**config.mk**
```make
export PLATFORM = sky130hd
export DESIGN_NAME = snoop_cache_ctrl
export DESIGN_NICKNAME = d
export VERILOG_FILES = /design/src/rtl/mesi_pkg.sv /design/src/rtl/mesi_line_store.sv /design/src/rtl/mesi_snoop_unit.sv /design/src/rtl/mesi_proc_fsm.sv /design/src/rtl/snoop_cache_ctrl.sv
export SDC_FILE = /design/constraint.sdc
export NUM_CORES = 1
export LEC_CHECK = 0
export BUFFER_PORTS_ARGS = -buffer_cell sky130_fd_sc_hd__buf_2
export CORE_ASPECT_RATIO = 1.1
export CORE_MARGIN = 5
export CORE_UTILIZATION = 52
export DETAILED_ROUTE_END_ITERATION = 10
export PLACE_DENSITY = 0.74
export SLEW_MARGIN = 20
export SYNTH_ARGS = -nofsm -noshare
export SYNTH_HDL_FRONTEND = slang
export SYNTH_SLANG_ARGS = --single-unit
```
**constraint.sdc**
```tcl
create_clock -name clk -period 3.7 [get_ports clk]
set_input_delay 0.37 -clock clk [delete_from_list [all_inputs] [get_ports clk]]
set_output_delay 0.37 -clock clk [all_outputs]
set_load 0.01 [all_outputs]
```
**src/rtl/mesi_pkg.sv**
```systemverilog
package mesi_pkg;

  typedef enum logic [1:0] {
    LS_I = 2'd0,
    LS_S = 2'd1,
    LS_E = 2'd2,
    LS_M = 2'd3
  } line_st_t;

  typedef enum logic [2:0] {
    BX_NONE = 3'd0,
    BX_RD   = 3'd1,
    BX_WR   = 3'd2,
    BX_RDX  = 3'd3,
    BX_INV  = 3'd4
  } bus_op_t;

  // state a line takes after a remote operation hits it
  function automatic line_st_t snoop_next(input line_st_t cur, input bus_op_t op);
    line_st_t r;
    r = cur;
    case (op)
      BX_RD:          if (cur == LS_M || cur == LS_E) r = LS_S;
      BX_RDX, BX_INV: r = LS_I;
      default:        r = cur;
    endcase
    return r;
  endfunction

  function automatic logic snoop_shared(input line_st_t cur, input bus_op_t op);
    return (op == BX_RD) && (cur != LS_I);
  endfunction

  function automatic logic snoop_flush(input line_st_t cur, input bus_op_t op);
    return (cur == LS_M) && (op == BX_RD || op == BX_RDX || op == BX_INV);
  endfunction

  function automatic line_st_t fill_state(input logic is_wr, input logic shared);
    line_st_t r;
    if (is_wr)       r = LS_M;
    else if (shared) r = LS_S;
    else             r = LS_E;
    return r;
  endfunction

  // operation for a request that cannot complete locally
  function automatic bus_op_t miss_op(input logic is_wr, input logic present);
    bus_op_t r;
    if (present)    r = BX_INV;
    else if (is_wr) r = BX_RDX;
    else            r = BX_RD;
    return r;
  endfunction

endpackage

```
**src/rtl/mesi_line_store.sv**
```systemverilog
module mesi_line_store
  import mesi_pkg::*;
#(
  parameter int IDX_W  = 2,
  parameter int TAG_W  = 6,
  parameter int DATA_W = 8
) (
  input  logic              clk,
  input  logic              rst_n,
  input  logic [IDX_W-1:0]  lk_idx,
  output logic [TAG_W-1:0]  lk_tag,
  output line_st_t          lk_st,
  output logic [DATA_W-1:0] lk_data,
  input  logic [IDX_W-1:0]  sp_idx,
  output logic [TAG_W-1:0]  sp_tag,
  output line_st_t          sp_st,
  output logic [DATA_W-1:0] sp_data,
  input  logic              fw_en,
  input  logic [IDX_W-1:0]  fw_idx,
  input  logic [TAG_W-1:0]  fw_tag,
  input  line_st_t          fw_st,
  input  logic [DATA_W-1:0] fw_data,
  input  logic              ss_en,
  input  logic [IDX_W-1:0]  ss_idx,
  input  line_st_t          ss_st
);
  localparam int LINES = 1 << IDX_W;

  line_st_t          st_q  [LINES];
  logic [TAG_W-1:0]  tag_q [LINES];
  logic [DATA_W-1:0] dat_q [LINES];

  for (genvar g = 0; g < LINES; g++) begin : g_line
    always_ff @(posedge clk or negedge rst_n) begin
      if (!rst_n)
        st_q[g] <= LS_I;
      else if (ss_en && ss_idx == IDX_W'(g))
        st_q[g] <= ss_st;
      else if (fw_en && fw_idx == IDX_W'(g))
        st_q[g] <= fw_st;
    end

    always_ff @(posedge clk) begin
      if (fw_en && fw_idx == IDX_W'(g)) begin
        tag_q[g] <= fw_tag;
        dat_q[g] <= fw_data;
      end
    end
  end

  assign lk_tag  = tag_q[lk_idx];
  assign lk_st   = st_q[lk_idx];
  assign lk_data = dat_q[lk_idx];
  assign sp_tag  = tag_q[sp_idx];
  assign sp_st   = st_q[sp_idx];
  assign sp_data = dat_q[sp_idx];
endmodule

```
**src/rtl/mesi_snoop_unit.sv**
```systemverilog
module mesi_snoop_unit
  import mesi_pkg::*;
#(
  parameter int TAG_W  = 6,
  parameter int DATA_W = 8
) (
  input  logic              sn_valid,
  input  bus_op_t           sn_op,
  input  logic [TAG_W-1:0]  sn_tag,
  input  logic [TAG_W-1:0]  line_tag,
  input  line_st_t          line_st,
  input  logic [DATA_W-1:0] line_data,
  output logic              hit,
  output logic              shared_o,
  output logic              flush_o,
  output logic [DATA_W-1:0] data_o,
  output logic              upd_en,
  output line_st_t          upd_st
);
  assign hit      = sn_valid && (line_st != LS_I) && (line_tag == sn_tag);
  assign shared_o = hit && snoop_shared(line_st, sn_op);
  assign flush_o  = hit && snoop_flush(line_st, sn_op);
  assign data_o   = flush_o ? line_data : '0;
  assign upd_st   = snoop_next(line_st, sn_op);
  assign upd_en   = hit && (upd_st != line_st);
endmodule

```
**src/rtl/mesi_proc_fsm.sv**
```systemverilog
module mesi_proc_fsm
  import mesi_pkg::*;
#(
  parameter int ADDR_W = 8,
  parameter int IDX_W  = 2,
  parameter int DATA_W = 8
) (
  input  logic                    clk,
  input  logic                    rst_n,
  input  logic                    cpu_req,
  input  logic                    cpu_we,
  input  logic [ADDR_W-1:0]       cpu_addr,
  input  logic [DATA_W-1:0]       cpu_wdata,
  output logic                    cpu_done,
  output logic [DATA_W-1:0]       cpu_rdata,
  output logic [IDX_W-1:0]        lk_idx,
  input  logic [ADDR_W-IDX_W-1:0] lk_tag,
  input  line_st_t                lk_st,
  input  logic [DATA_W-1:0]       lk_data,
  input  logic                    sn_valid,
  output logic                    bm_req,
  output bus_op_t                 bm_op,
  output logic [ADDR_W-1:0]       bm_addr,
  output logic [DATA_W-1:0]       bm_wdata,
  input  logic                    bm_gnt,
  input  logic [DATA_W-1:0]       bm_rdata,
  input  logic                    bm_shared_in,
  output logic                    fw_en,
  output logic [ADDR_W-IDX_W-1:0] fw_tag,
  output line_st_t                fw_st,
  output logic [DATA_W-1:0]       fw_data,
  output logic                    ev_hit_done,
  output logic                    ev_victim_wb,
  output logic                    ev_fill
);
  localparam int TAG_W = ADDR_W - IDX_W;

  logic              busy_q, we_q, done_q;
  logic [ADDR_W-1:0] addr_q;
  logic [DATA_W-1:0] wd_q, rdata_q;
  logic [TAG_W-1:0]  rq_tag;
  logic              tag_match, dirty_victim, hit_ok, need_bus, act;

  assign rq_tag = addr_q[ADDR_W-1:IDX_W];
  assign lk_idx = addr_q[IDX_W-1:0];

  assign tag_match    = (lk_st != LS_I) && (lk_tag == rq_tag);
  assign dirty_victim = (lk_st == LS_M) && (lk_tag != rq_tag);
  assign hit_ok       = tag_match && (!we_q || lk_st == LS_E || lk_st == LS_M);
  assign act          = busy_q && !sn_valid;
  assign need_bus     = busy_q && !hit_ok;

  assign bm_req   = need_bus && !sn_valid;
  assign bm_op    = dirty_victim ? BX_WR : miss_op(we_q, tag_match);
  assign bm_addr  = dirty_victim ? {lk_tag, lk_idx} : addr_q;
  assign bm_wdata = lk_data;

  assign ev_hit_done  = act && hit_ok;
  assign ev_victim_wb = bm_req && bm_gnt && dirty_victim;
  assign ev_fill      = bm_req && bm_gnt && !dirty_victim;

  always_comb begin
    fw_en   = 1'b0;
    fw_tag  = lk_tag;
    fw_st   = lk_st;
    fw_data = lk_data;
    if (ev_victim_wb) begin
      fw_en = 1'b1;
      fw_st = LS_I;
    end else if (ev_fill) begin
      fw_en   = 1'b1;
      fw_tag  = rq_tag;
      fw_st   = fill_state(we_q, bm_shared_in);
      fw_data = we_q ? wd_q : bm_rdata;
    end else if (ev_hit_done && we_q) begin
      fw_en   = 1'b1;
      fw_st   = LS_M;
      fw_data = wd_q;
    end
  end

  always_ff @(posedge clk or negedge rst_n) begin
    if (!rst_n) begin
      busy_q  <= 1'b0;
      we_q    <= 1'b0;
      done_q  <= 1'b0;
      addr_q  <= '0;
      wd_q    <= '0;
      rdata_q <= '0;
    end else begin
      done_q <= ev_hit_done || ev_fill;
      if (!busy_q && cpu_req) begin
        busy_q <= 1'b1;
        we_q   <= cpu_we;
        addr_q <= cpu_addr;
        wd_q   <= cpu_wdata;
      end else if (ev_hit_done || ev_fill) begin
        busy_q <= 1'b0;
      end
      if (ev_hit_done) rdata_q <= we_q ? wd_q : lk_data;
      else if (ev_fill) rdata_q <= we_q ? wd_q : bm_rdata;
    end
  end

  assign cpu_done  = done_q;
  assign cpu_rdata = rdata_q;
endmodule

```
**src/rtl/snoop_cache_ctrl.sv**
```systemverilog
module snoop_cache_ctrl
  import mesi_pkg::*;
#(
  parameter int ADDR_W = 8,
  parameter int IDX_W  = 2,
  parameter int DATA_W = 8
) (
  input  logic              clk,
  input  logic              rst_n,
  input  logic              cpu_req,
  input  logic              cpu_we,
  input  logic [ADDR_W-1:0] cpu_addr,
  input  logic [DATA_W-1:0] cpu_wdata,
  output logic              cpu_done,
  output logic [DATA_W-1:0] cpu_rdata,
  output logic              bm_req,
  output logic [2:0]        bm_cmd,
  output logic [ADDR_W-1:0] bm_addr,
  output logic [DATA_W-1:0] bm_wdata,
  input  logic              bm_gnt,
  input  logic [DATA_W-1:0] bm_rdata,
  input  logic              bm_shared_in,
  input  logic              sn_valid,
  input  logic [2:0]        sn_cmd,
  input  logic [ADDR_W-1:0] sn_addr,
  output logic              sn_shared,
  output logic              sn_flush,
  output logic [DATA_W-1:0] sn_data
);
  localparam int TAG_W = ADDR_W - IDX_W;

  logic [IDX_W-1:0]  lk_idx;
  logic [TAG_W-1:0]  lk_tag, sp_tag, fw_tag;
  line_st_t          lk_st, sp_st, fw_st, ss_st;
  logic [DATA_W-1:0] lk_data, sp_data, fw_data;
  logic              fw_en, ss_en, sn_hit;
  logic              ev_hit_done, ev_victim_wb, ev_fill;
  bus_op_t           bm_op, sn_op;

  assign sn_op  = bus_op_t'(sn_cmd);
  assign bm_cmd = bm_op;

  mesi_line_store #(.IDX_W(IDX_W), .TAG_W(TAG_W), .DATA_W(DATA_W)) u_store (
    .clk(clk), .rst_n(rst_n),
    .lk_idx(lk_idx), .lk_tag(lk_tag), .lk_st(lk_st), .lk_data(lk_data),
    .sp_idx(sn_addr[IDX_W-1:0]), .sp_tag(sp_tag), .sp_st(sp_st), .sp_data(sp_data),
    .fw_en(fw_en), .fw_idx(lk_idx), .fw_tag(fw_tag), .fw_st(fw_st), .fw_data(fw_data),
    .ss_en(ss_en), .ss_idx(sn_addr[IDX_W-1:0]), .ss_st(ss_st)
  );

  mesi_snoop_unit #(.TAG_W(TAG_W), .DATA_W(DATA_W)) u_snoop (
    .sn_valid(sn_valid), .sn_op(sn_op), .sn_tag(sn_addr[ADDR_W-1:IDX_W]),
    .line_tag(sp_tag), .line_st(sp_st), .line_data(sp_data),
    .hit(sn_hit), .shared_o(sn_shared), .flush_o(sn_flush), .data_o(sn_data),
    .upd_en(ss_en), .upd_st(ss_st)
  );

  mesi_proc_fsm #(.ADDR_W(ADDR_W), .IDX_W(IDX_W), .DATA_W(DATA_W)) u_fsm (
    .clk(clk), .rst_n(rst_n),
    .cpu_req(cpu_req), .cpu_we(cpu_we), .cpu_addr(cpu_addr), .cpu_wdata(cpu_wdata),
    .cpu_done(cpu_done), .cpu_rdata(cpu_rdata),
    .lk_idx(lk_idx), .lk_tag(lk_tag), .lk_st(lk_st), .lk_data(lk_data),
    .sn_valid(sn_valid),
    .bm_req(bm_req), .bm_op(bm_op), .bm_addr(bm_addr), .bm_wdata(bm_wdata),
    .bm_gnt(bm_gnt), .bm_rdata(bm_rdata), .bm_shared_in(bm_shared_in),
    .fw_en(fw_en), .fw_tag(fw_tag), .fw_st(fw_st), .fw_data(fw_data),
    .ev_hit_done(ev_hit_done), .ev_victim_wb(ev_victim_wb), .ev_fill(ev_fill)
  );
endmodule

```
==> metrics.md, run 1 <==
| Metric | Value |
|---|---|
| FMAX | 287 MHz |
| Vias per cell | 6.17 |
| Final setup fails | 0 |
| Post-synthesis cell count | between 300 and 400 |
| Die width | 104 um |
| Status | completed |
| Clk root buf | clkbuf_8 |
| Multi-input gate area | 2380 sq um |
| Critical Path AT | 3.11 ns |
| CTS tree | built |
| Period utilization | 0.940 |
| Core area | 9440 sq um |
| Worst vdd ir | 0.540 mV |
| Initial antenna violation count | 0 |
| Commonest non-fill, non-tap cell in the layout | buf_2 |
| Total GRT Usage | 0.203 |
| Vias in the first global route | 3547 |
| Syn Std Cell Area | just over 5000 sq um |
| Top FF cell, synth | edfxtp_1 |
| Routability congestion estimate | 0.849 |
| Routed Antenna Nets | 0 |
| DRT Pass-1 Iters | 5 |
| Post-synth EDFFs | 56 |
| Clock buffer count from CTS | 9 |
| Critical Path Fanout Max | 30 |
| Clk_lat worst skew | 0.36 ns |
| DRC viols | 0 |
| Final Hold Fails | 0 |
| Final HPWL DP | 9.15 mm |
| Ant. Diodes | 0 |
| Leak | 2.25 nW |
| Min Tclk post-route | approximately 3.5 ns |
| Slew at the pin with the worst max-slew slack | approximately 0.87 ns |
| Tot Pwr | 0.00452 W |
| Slew Viols, Final | 0 |
| FILL cells | approximately 780 |
| Clock power frac | 0.132 |
| Synthesized Nets | 411 |
| WP data required | 3.33 ns |
| I/O pin cnt | 81 |
| Combinational share of power | 0.491 |
| Max Root-Sink Buffers | 2 |
| CTS hold repair buffers | 0 |
| Final Hold Slack | 0.110 ns |
| Slew headroom | 0.419 |
| Register area | 2560 sq um |
| Worst Clk Skew | 0.00666 ns |
| Ys async rst share | 0.385 |
| RSZ-0062 raised after global routing | no |
| Worst hold path class | input port to asynchronous set/reset pin |
| Syn_area_per_cell | roughly 14 sq um |
| Area growth syn-to-layout | 14.6% |
| Critical setup path kind | flip-flop to output port |
| Ys Warns | 0 |
| Die height | 114 um |
| DRT iter0 DRCs | 259 |
| Seq pwr share | 0.377 |
| Post-cts resize count | 0 |
| Post-synthesis register bit count | 91 |
| Switching share of total power | 0.403 |
| Netlist cell types | 60 |
| H-tree levels | 3 |
| Final Non-Filler Cells | 578 |
| Sw Pwr | 0.00182 W |
| CTS Sinks | 91 |
| Global-route wire length before repair | 18.9 mm |
| Layout Utilization | 0.617 |
| Final nets | approximately 500 |
| GRT Residual Overflow | 0 |
| Port Buffers | 80 |
| Leading cell types in the layout, fill and taps excluded | buf_2 (80), edfxtp_1 (56), dfrtp_1 (34) |
| Startpoint types | flip-flop |
| Endpoint class of the critical path | output port |
| Clk slew on worst S/H paths | 0.09 ns |
| Vias | around 3600 |
| Die ar. | around 12000 sq um |
| Max Cap Viol | 0 |
| Avg WL per Cell | 20.8 um |
| Final WL | 12.0 mm |
| Setup Buffers After CTS | 0 |
| Final setup TNS | 0 ns |
| Largest net degree at the start of global routing | 36 |
| Placed insts | 562 |
| Proportion of synthesized chip area in sequential cells | 0.503 |
| P per Cell Area | 776 nW/um^2 |
| FP Rows | 37 |
| Ratio of cells with drive above 1 in the final layout | 0.416 |
| Starting density of the core | 0.539 |
| Internal | 0.00270 W |
## power by group through the flow
stage	clock [W]	combinational, W	sequential (W)
floorplan	0	0.00165	0.00165
global placement	0	0.00220	0.00171
detailed placement	0	0.00224	0.00173
CTS	0.000607	0.00225	0.00171
global route	0.000658	0.00241	0.00174
finish	0.000597	0.00222	0.00171
## flip-flops by register name, indices dropped and copies added (netlist names)
register         cells
u_fsm.addr_q         8
u_fsm.busy_q         1
u_fsm.cpu_done       1
u_fsm.cpu_rdata      8
u_fsm.wd_q           8
u_fsm.we_q           1
u_store.dat_q       32
u_store.st_q         8
u_store.tag_q       24
## worst max-delay path, cell delays in order (launching register included)
cell     delay (ns)
dfrtp_1        0.38
buf_12         0.22
mux4_2         0.54
xnor2_1        0.26
nand4_4        0.24
o21ai_4        0.55
mux2_2         0.41
buf_2          0.14
## worst paths after layout
kind | startpoint | end | slack, ns | cells after the start
worst max-delay path | u_fsm.addr_q[0]$_DFFE_PN0P_ | bm_addr[6] | 0.22 | 7
worst min-delay path | rst_n | u_store.st_q[5]$_DFFE_PN0P_ | 0.11 | 1
worst max register to register | u_fsm.addr_q[0]$_DFFE_PN0P_ | u_store.dat_q[3][4]$_DFFE_PP_ | 0.53 | 8
worst min register to register | u_fsm.cpu_rdata[6]$_DFFE_PN0P_ | u_fsm.cpu_rdata[6]$_DFFE_PN0P_ | 0.50 | 1
max in group asynchronous | rst_n | u_fsm.addr_q[1]$_DFFE_PN0P_ | 2.97 | 1
min in group clk | cpu_wdata[6] | u_fsm.wd_q[6]$_DFFE_PN0P_ | 0.21 | 3
## per-layer routing
| metal | GRT usage | share of wire | routed length [um] | vias to the layer above |
|---|---|---|---|---|
| met2 | 0.362 | 0.53 | 6410 | 159 |
| met3 | 0.0345 | 0.070 | 845 | 22 |
| met5 | 0 | 0 | 0 | - |
| met4 | 0.0682 | 0.022 | 265 | 0 |
| met1 | 0.250 | 0.37 | 4490 | 1775 |
| li1 | - | - | - | 1611 |
## cell families (layout without fill, tap and decap cells)
family	count (synthesis)	in the layout	share of synthesized area
compound gates	63	63	0.0954
simple gates	96	96	0.111
xor+xnor	12	12	0.0251
flops	91	91	0.503
mux	77	77	0.236
buf+inv	30	122	0.0300
## through the flow
stage	setup slack [ns]	instance area (sq um)
6_report	0.221	5830
4_1_cts	0.0822	5830
3_5_place_dp	0.408	5660
3_3_place_gp	0.521	5660
2_1_floorplan	0.673	5090
5_1_grt	0.0686	5830
## cells in the mapped netlist, types with 3 or more instances
| master | n | area [sq um] |
|---|---|---|
| edfxtp_1 | 56 | 1680 |
| mux2_2 | 22 | 248 |
| a211oi_1 | 3 | 22.5 |
| nand4_1 | 3 | 18.8 |
| a21oi_1 | 12 | 60.1 |
| dfrtp_1 | 35 | 876 |
| mux4_2 | 32 | 721 |
| mux2i_1 | 21 | 210 |
| inv_1 | 8 | 30.0 |
| a21oi_2 | 3 | 26.3 |
| nor2_1 | 12 | 45.0 |
| o21ai_0 | 12 | 60.1 |
| nand3_1 | 9 | 45.0 |
| o221a_1 | 5 | 56.3 |
| nor2b_1 | 11 | 68.8 |
| or2_2 | 3 | 18.8 |
| o21ai_1 | 5 | 25.0 |
| buf_1 | 4 | 15.0 |
| nand2b_1 | 6 | 37.5 |
| o31ai_1 | 5 | 37.5 |
| xnor2_2 | 3 | 48.8 |
| or3_1 | 6 | 37.5 |
| buf_6 | 4 | 45.0 |
| xnor2_1 | 7 | 61.3 |
| nor3b_1 | 3 | 22.5 |
| clkbuf_1 | 10 | 37.5 |
| nand2_1 | 27 | 101 |
## layout make-up
| type | instances | area share |
|---|---|---|
| timing repair buffer | 98 | 0.0940 |
| tap | 117 | 0.0251 |
| clock buffer | 11 | 0.0225 |
| clock inverter | 5 | 0.00644 |
| multi-input combinational | 248 | 0.408 |
| inverter | 8 | 0.00515 |
| sequential | 91 | 0.439 |
No activity file was read; power rests on OpenSTA's default activity.
==> run 2, diff against run 1 <==
==> constraint.sdc (replaced) <==
create_clock -name clk -period 3.7 [get_ports clk]
set_input_delay 0.555 -clock clk [delete_from_list [all_inputs] [get_ports clk]]
set_output_delay 0.555 -clock clk [all_outputs]
set_load 0.01 [all_outputs]
==> metrics.md, run 2 (synthesis results as in run 1) <==
| Metric | Value |
|---|---|
| Die height | 114 um (unchanged) |
| DRT Pass-1 Iters | 4 (was 5) |
| Clk slew on worst S/H paths | 0.09 ns (about the same) |
| R2r setup slk | 0.41 ns (was 0.53 ns) |
| Critical Path AT | 2.92 ns (was 3.11 ns) |
| Switching share of total power | 0.404 (was 0.403) |
| Sw Pwr | 0.00183 W (was 0.00182 W) |
| Commonest non-fill, non-tap cell in the layout | buf_2 (unchanged) |
| Status | completed (unchanged) |
| Max Root-Sink Buffers | 2 (unchanged) |
| Cell area after layout | 5830 sq um (unchanged) |
| CTS Sinks | 91 (unchanged) |
| Final setup fails | 0 (unchanged) |
| Routed Antenna Nets | 0 (unchanged) |
| FP Rows | 37 (unchanged) |
| Leading cell types in the layout, fill and taps excluded | buf_2 (80), edfxtp_1 (56), dfrtp_1 (34) (unchanged) |
| Most flops, register | u_store.dat_q (unchanged) |
| Vias in the first global route | 3711 (was 3547) |
| Critical setup path kind | input port to output port (was flip-flop to output port) |
| Total GRT Usage | 0.208 (was 0.203) |
| H-tree levels | 3 (unchanged) |
| Clk root buf | clkbuf_8 (unchanged) |
| Critical Path Fanout Max | 9 (was 30) |
| Global-route wire length before repair | 19.2 mm (was 18.9 mm) |
| Final setup TNS | 0 ns (unchanged) |
| Metal2 WL | 6.63 mm (was 6.41 mm) |
| Avg WL per Cell | 21.2 um (was 20.8 um) |
| DRT iter0 DRCs | 218 (was 259) |
| Clock power frac | 0.132 (about the same) |
| GRT Residual Overflow | 0 (unchanged) |
| Initial antenna violation count | 0 (unchanged) |
| FMAX | 288 MHz (was 287 MHz) |
| Routability congestion estimate | 0.885 (was 0.849) |
| Starting density of the core | 0.539 (unchanged) |
| Top Metal Used | met4 (unchanged) |
| Endpoint class of the critical path | output port (unchanged) |
| WP data required | 3.14 ns (was 3.33 ns) |
| Met1 Wirelength | 4.62 mm (was 4.49 mm) |
| Die ar. | 11900 sq um (unchanged) |
| Port Buffers | 80 (unchanged) |
| Area growth syn-to-layout | 14.6% (unchanged) |
| CTS tree | built (unchanged) |
| Seq pwr share | 0.376 (was 0.377) |
| Ratio of cells with drive above 1 in the final layout | 0.414 (was 0.416) |
| DRC viols | 0 (unchanged) |
| Min Tclk post-route | 3.47 ns (was 3.48 ns) |
| RSZ-0062 raised after global routing | no (unchanged) |
| Worst vdd ir | 0.481 mV (was 0.540 mV) |
| Slew Viols, Final | 0 (unchanged) |
| Biggest regs | u_store.dat_q x32, u_store.tag_q x24 (unchanged) |
| I/O pin cnt | 81 (unchanged) |
| Final Hold Fails | 0 (unchanged) |
| Clk_lat worst skew | 0.36 ns (about the same) |
| Combinational share of power | 0.492 (was 0.491) |
| CTS hold repair buffers | 0 (unchanged) |
| Die width | 104 um (unchanged) |
| Vias | 3503 (was 3567) |
| Ant. Diodes | 0 (unchanged) |
| P per Cell Area | 778 nW/um^2 (was 776 nW/um^2) |
| Wire length on met3 | 618 um (was 845 um) |
| Area post-placement | 5650 sq um (was 5660 sq um) |
| Internal | 0.00270 W (about the same) |
| Core area | 9440 sq um (unchanged) |
| Slew at the pin with the worst max-slew slack | 0.892 ns (was 0.871 ns) |
| Leak | 2.26 nW (was 2.25 nW) |
| Slew headroom | 0.406 (was 0.419) |
| Startpoint types | input port (was flip-flop) |
| Max Cap Viol | 0 (unchanged) |
| Final WL | 12.2 mm (was 12.0 mm) |
| Vias per cell | 6.06 (was 6.17) |
| Final HPWL DP | 9.19 mm (was 9.15 mm) |
| Largest net degree at the start of global routing | 36 (unchanged) |
| Final nets | 498 (unchanged) |
| Max reg flops | 32 (unchanged) |
| Worst Clk Skew | 0.00912 ns (was 0.00666 ns) |
| Clock buffer count from CTS | 9 (unchanged) |
| Worst hold path class | input port to asynchronous set/reset pin (unchanged) |
| Period utilization | 0.939 (was 0.940) |
[run 2: changes by cell type in the layout (fill, tap and decap cells not counted)]
cell,delta
clkbuf_1,-1
inv_8,+1
clkinv_4,+1
clkinvlp_4,-2
clkinv_1,+2
inv_6,-1
[run 2: final cells by class]
class                   count  area (sq um)
repair buffers             98           548
fillers                   741          3610
well taps                 117           146
inverters                   8          30.0
flip-flops and latches     91          2560
multi-input cells         248          2380
clock inverters             6          41.3
clock buffers              10           128
[run 2: final timing paths]
| check | end | startpoint | cells past startpoint |
|---|---|---|---|
| max in group asynchronous | u_fsm.addr_q[1]$_DFFE_PN0P_ | rst_n | 1 |
| worst min-delay path | u_store.st_q[1]$_DFFE_PN0P_ | rst_n | 1 |
| min in group clk | u_fsm.wd_q[4]$_DFFE_PN0P_ | cpu_wdata[4] | 3 |
| worst max register to register | u_store.dat_q[1][4]$_DFFE_PP_ | u_fsm.addr_q[0]$_DFFE_PN0P_ | 8 |
| worst max-delay path | sn_data[7] | sn_addr[0] | 7 |
| worst min register to register | u_fsm.cpu_rdata[4]$_DFFE_PN0P_ | u_fsm.cpu_rdata[4]$_DFFE_PN0P_ | 1 |
[run 2: power groups by stage]
stage,registers [W],logic (W),clock network (W)
6_report,0.00171,0.00223,0.000598
5_1_grt,0.00174,0.00243,0.000656
4_1_cts,0.00170,0.00225,0.000606
3_5_place_dp,0.00172,0.00224,0
3_3_place_gp,0.00171,0.00219,0
2_1_floorplan,0.00165,0.00165,0
[run 2: critical path: stages]
cell	delay [ns]
buf_2	0.21
mux4_2	0.54
xor2_1	0.17
nor4_2	0.52
nand4_1	0.49
nor2b_1	0.27
buf_2	0.16
[run 2: routing by layer]
layer | GRT usage | vias to the layer above
met1 | 0.242 | 1754
met2 | 0.378 | 112
li1 | - | 1609
met4 | 0.0864 | 0
met3 | 0.0357 | 28
met5 | 0 | -
[run 2: metrics by stage]
step | setup slack (ns) | utilization | total power, W | hold slack [ns] | cells
CTS | 0.136 | 0.616 | 0.00456 | 0.332 | 577
detailed placement | 0.238 | 0.598 | 0.00397 | 0.480 | 561
finish | 0.227 | 0.617 | 0.00454 | 0.315 | 578
global placement | 0.442 | 0.598 | 0.00390 | 0.471 | 561
floorplan | 0.652 | - | 0.00329 | 0.259 | 369
global route | 0.0137 | 0.617 | 0.00483 | 0.380 | 578
[run 2: timing repair]
item                                    4_1_cts  5_1_grt
buffers inserted                              0        1
endpoints found under the setup margin        0        3
gates resized for setup                       0        1
==> run 3, diff against run 2 <==
Settings changed: CORE_UTILIZATION 52 to 57, PLACE_DENSITY 0.74 to 0.8.
==> metrics.md, run 3 (synthesis results as in run 1) <==
| Metric | Value |
|---|---|
| Crit path launch | sn_addr[0] (unchanged) |
| Slew at the pin with the worst max-slew slack | 0.929 ns (was 0.892 ns) |
| Avg WL per Cell | 21.3 um (was 21.2 um) |
| CP max stage cell | mux4_2 (unchanged) |
| P per Cell Area | 781 nW/um^2 (was 778 nW/um^2) |
| Final Hold Fails | 0 (unchanged) |
| Final setup fails | 0 (unchanged) |
| Global-route wire length before repair | 19.4 mm (was 19.2 mm) |
| Starting density of the core | 0.579 (was 0.539) |
| Ratio of cells with drive above 1 in the final layout | 0.423 (was 0.414) |
| Startpoint types | input port (unchanged) |
| DRT iter0 DRCs | 218 (unchanged) |
| Port Buffers | 80 (unchanged) |
| Final WL | 12.3 mm (was 12.2 mm) |
| CTS Sinks | 91 (unchanged) |
| Max reg flops | 32 (unchanged) |
| WP data required | 3.14 ns (about the same) |
| Max Cap Viol | 0 (unchanged) |
| Critical Path AT | 2.86 ns (was 2.92 ns) |
| Final setup TNS | 0 ns (unchanged) |
| Critical setup path kind | input port to output port (unchanged) |
| Reg2reg start | u_fsm.addr_q[0]$_DFFE_PN0P_ (unchanged) |
| Routed Antenna Nets | 0 (unchanged) |
| Total GRT Usage | 0.239 (was 0.208) |
| Placed insts | 558 (was 561) |
| Critical Path Fanout Max | 9 (unchanged) |
| Status | completed (unchanged) |
| Clk slew on worst S/H paths | 0.09 ns (about the same) |
| Vias per cell | 6.16 (was 6.06) |
| Max Root-Sink Buffers | 2 (unchanged) |
| Top delay family on crit path | simple AND/OR/NAND/NOR gates (unchanged) |
| Period utilization | 0.923 (was 0.939) |
| I/O pin cnt | 81 (unchanged) |
| Vias in the first global route | 3700 (was 3711) |
| Largest net degree at the start of global routing | 36 (unchanged) |
| Area growth syn-to-layout | 14.7% (was 14.6%) |
| Leading cell types in the layout, fill and taps excluded | buf_2 (80), edfxtp_1 (56), dfrtp_1 (33) (was buf_2 (80), edfxtp_1 (56), dfrtp_1 (34)) |
| DRT Pass-1 Iters | 5 (was 4) |
| Ant. Diodes | 0 (unchanged) |
| GRT Residual Overflow | 0 (unchanged) |
| Die height | 109 um (was 114 um) |
| Worst Clk Skew | 0.0103 ns (was 0.00912 ns) |
| Worst vdd ir | 0.473 mV (was 0.481 mV) |
| Final Non-Filler Cells | 577 (was 578) |
| H-tree levels | 3 (unchanged) |
| Commonest non-fill, non-tap cell in the layout | buf_2 (unchanged) |
| Leak | 2.26 nW (about the same) |
| Clock buffer count from CTS | 9 (unchanged) |
| Clk_lat worst skew | 0.35 ns (was 0.36 ns) |
| Biggest regs | u_store.dat_q x32, u_store.tag_q x24 (unchanged) |
| Min Tclk post-route | 3.42 ns (was 3.47 ns) |
| Routability congestion estimate | 0.876 (was 0.885) |
| Largest stage delay on the critical path | 0.56 ns (was 0.54 ns) |
| Initial antenna violation count | 0 (unchanged) |
| Slew headroom | 0.379 (was 0.406) |
| Core area | 8780 sq um (was 9440 sq um) |
| DRC viols | 0 (unchanged) |
| Endpoint class of the critical path | output port (unchanged) |
| Die width | 100 um (was 104 um) |
| Final nets | 500 (was 498) |
| CTS hold repair buffers | 0 (unchanged) |
| Clk root buf | clkbuf_8 (unchanged) |
| Final HPWL DP | 9.23 mm (was 9.19 mm) |
| Most flops, register | u_store.dat_q (unchanged) |
| Worst hold path class | input port to asynchronous set/reset pin (unchanged) |
| R2r setup slk | 0.50 ns (was 0.41 ns) |
| Vias | 3552 (was 3503) |
| FMAX | 293 MHz (was 288 MHz) |
| Die ar. | 10900 sq um (was 11900 sq um) |
| RSZ-0062 raised after global routing | no (unchanged) |
| Slew Viols, Final | 0 (unchanged) |
| FP Rows | 36 (was 37) |
| Buf/Inv on CP | 2 (unchanged) |
| CTS tree | built (unchanged) |
| Crit-path cells | buf_2, mux4_2, xnor2_1, nand4_1, nor4_2, nand4_1, nor2b_1, buf_2 (was buf_2, mux4_2, xor2_1, nor4_2, nand4_1, nor2b_1, buf_2) |
## run 3: path summary, 6_finish.rpt
check	to	depth (start not counted)
min reg2reg	u_fsm.cpu_rdata[4]$_DFFE_PN0P_	1
max reg2reg	u_store.dat_q[2][4]$_DFFE_PP_	9
min	u_store.st_q[1]$_DFFE_PN0P_	1
max	sn_data[3]	8
max in group asynchronous	u_fsm.addr_q[0]$_DFFE_PN0P_	1
min in group clk	u_fsm.we_q$_DFFE_PN0P_	3
## run 3: stage by stage
stage           util  total power (W)  area, sq um  hold WS, ns  setup WS, ns
2_1_floorplan      -          0.00329         5090        0.259         0.652
3_3_place_gp   0.642          0.00387         5640        0.476         0.215
3_5_place_dp   0.642          0.00394         5640        0.483         0.151
4_1_cts        0.664          0.00458         5840        0.326         0.227
5_1_grt        0.664          0.00485         5840        0.353       0.00440
6_report       0.664          0.00456         5840        0.301         0.283
## run 3: routing by layer
layer  up-vias  wire, um  GRT usage
met3        31       801     0.0518
met5         -         0          0
met2       153      6680      0.413
met4         0       414      0.115
li1       1621         -          -
met1      1747      4400      0.284
## run 3: area by class of cell
cell class,count,area (sq um)
sequential,91,2560
inverter,8,30.0
clock buffer,9,124
fill,650,2950
tap,114,143
timing repair buffer,100,551
multi-input combinational,248,2380
clock inverter,7,51.3
## run 3: repair_timing
item / 4_1_cts / 5_1_grt
pin swaps: 1 / 1
endpoints found under the setup margin: 7 / 3
buffers inserted: 3 / 0
gates cloned: 0 / 0
gates resized for setup: 2 / 0
## run 3: power breakdown
group	leakage [nW]	switching (W)	internal [W]	total [W]
registers	0.921	0.000302	0.00147	0.00177
clock network	0.0838	0.000358	0.000247	0.000606
logic	1.26	0.00119	0.000987	0.00218
total	2.26	0.00185	0.00270	0.00456
## run 3: worst reg2reg max path: cells and delay by family (launching register included)
kind	cells	cell delay (ns)
and+or+nand+nor	2	0.37
buffers and inverters	3	0.68
DFF	1	0.62
AOI/OAI and AO/OA	3	0.57
muxes	1	0.64
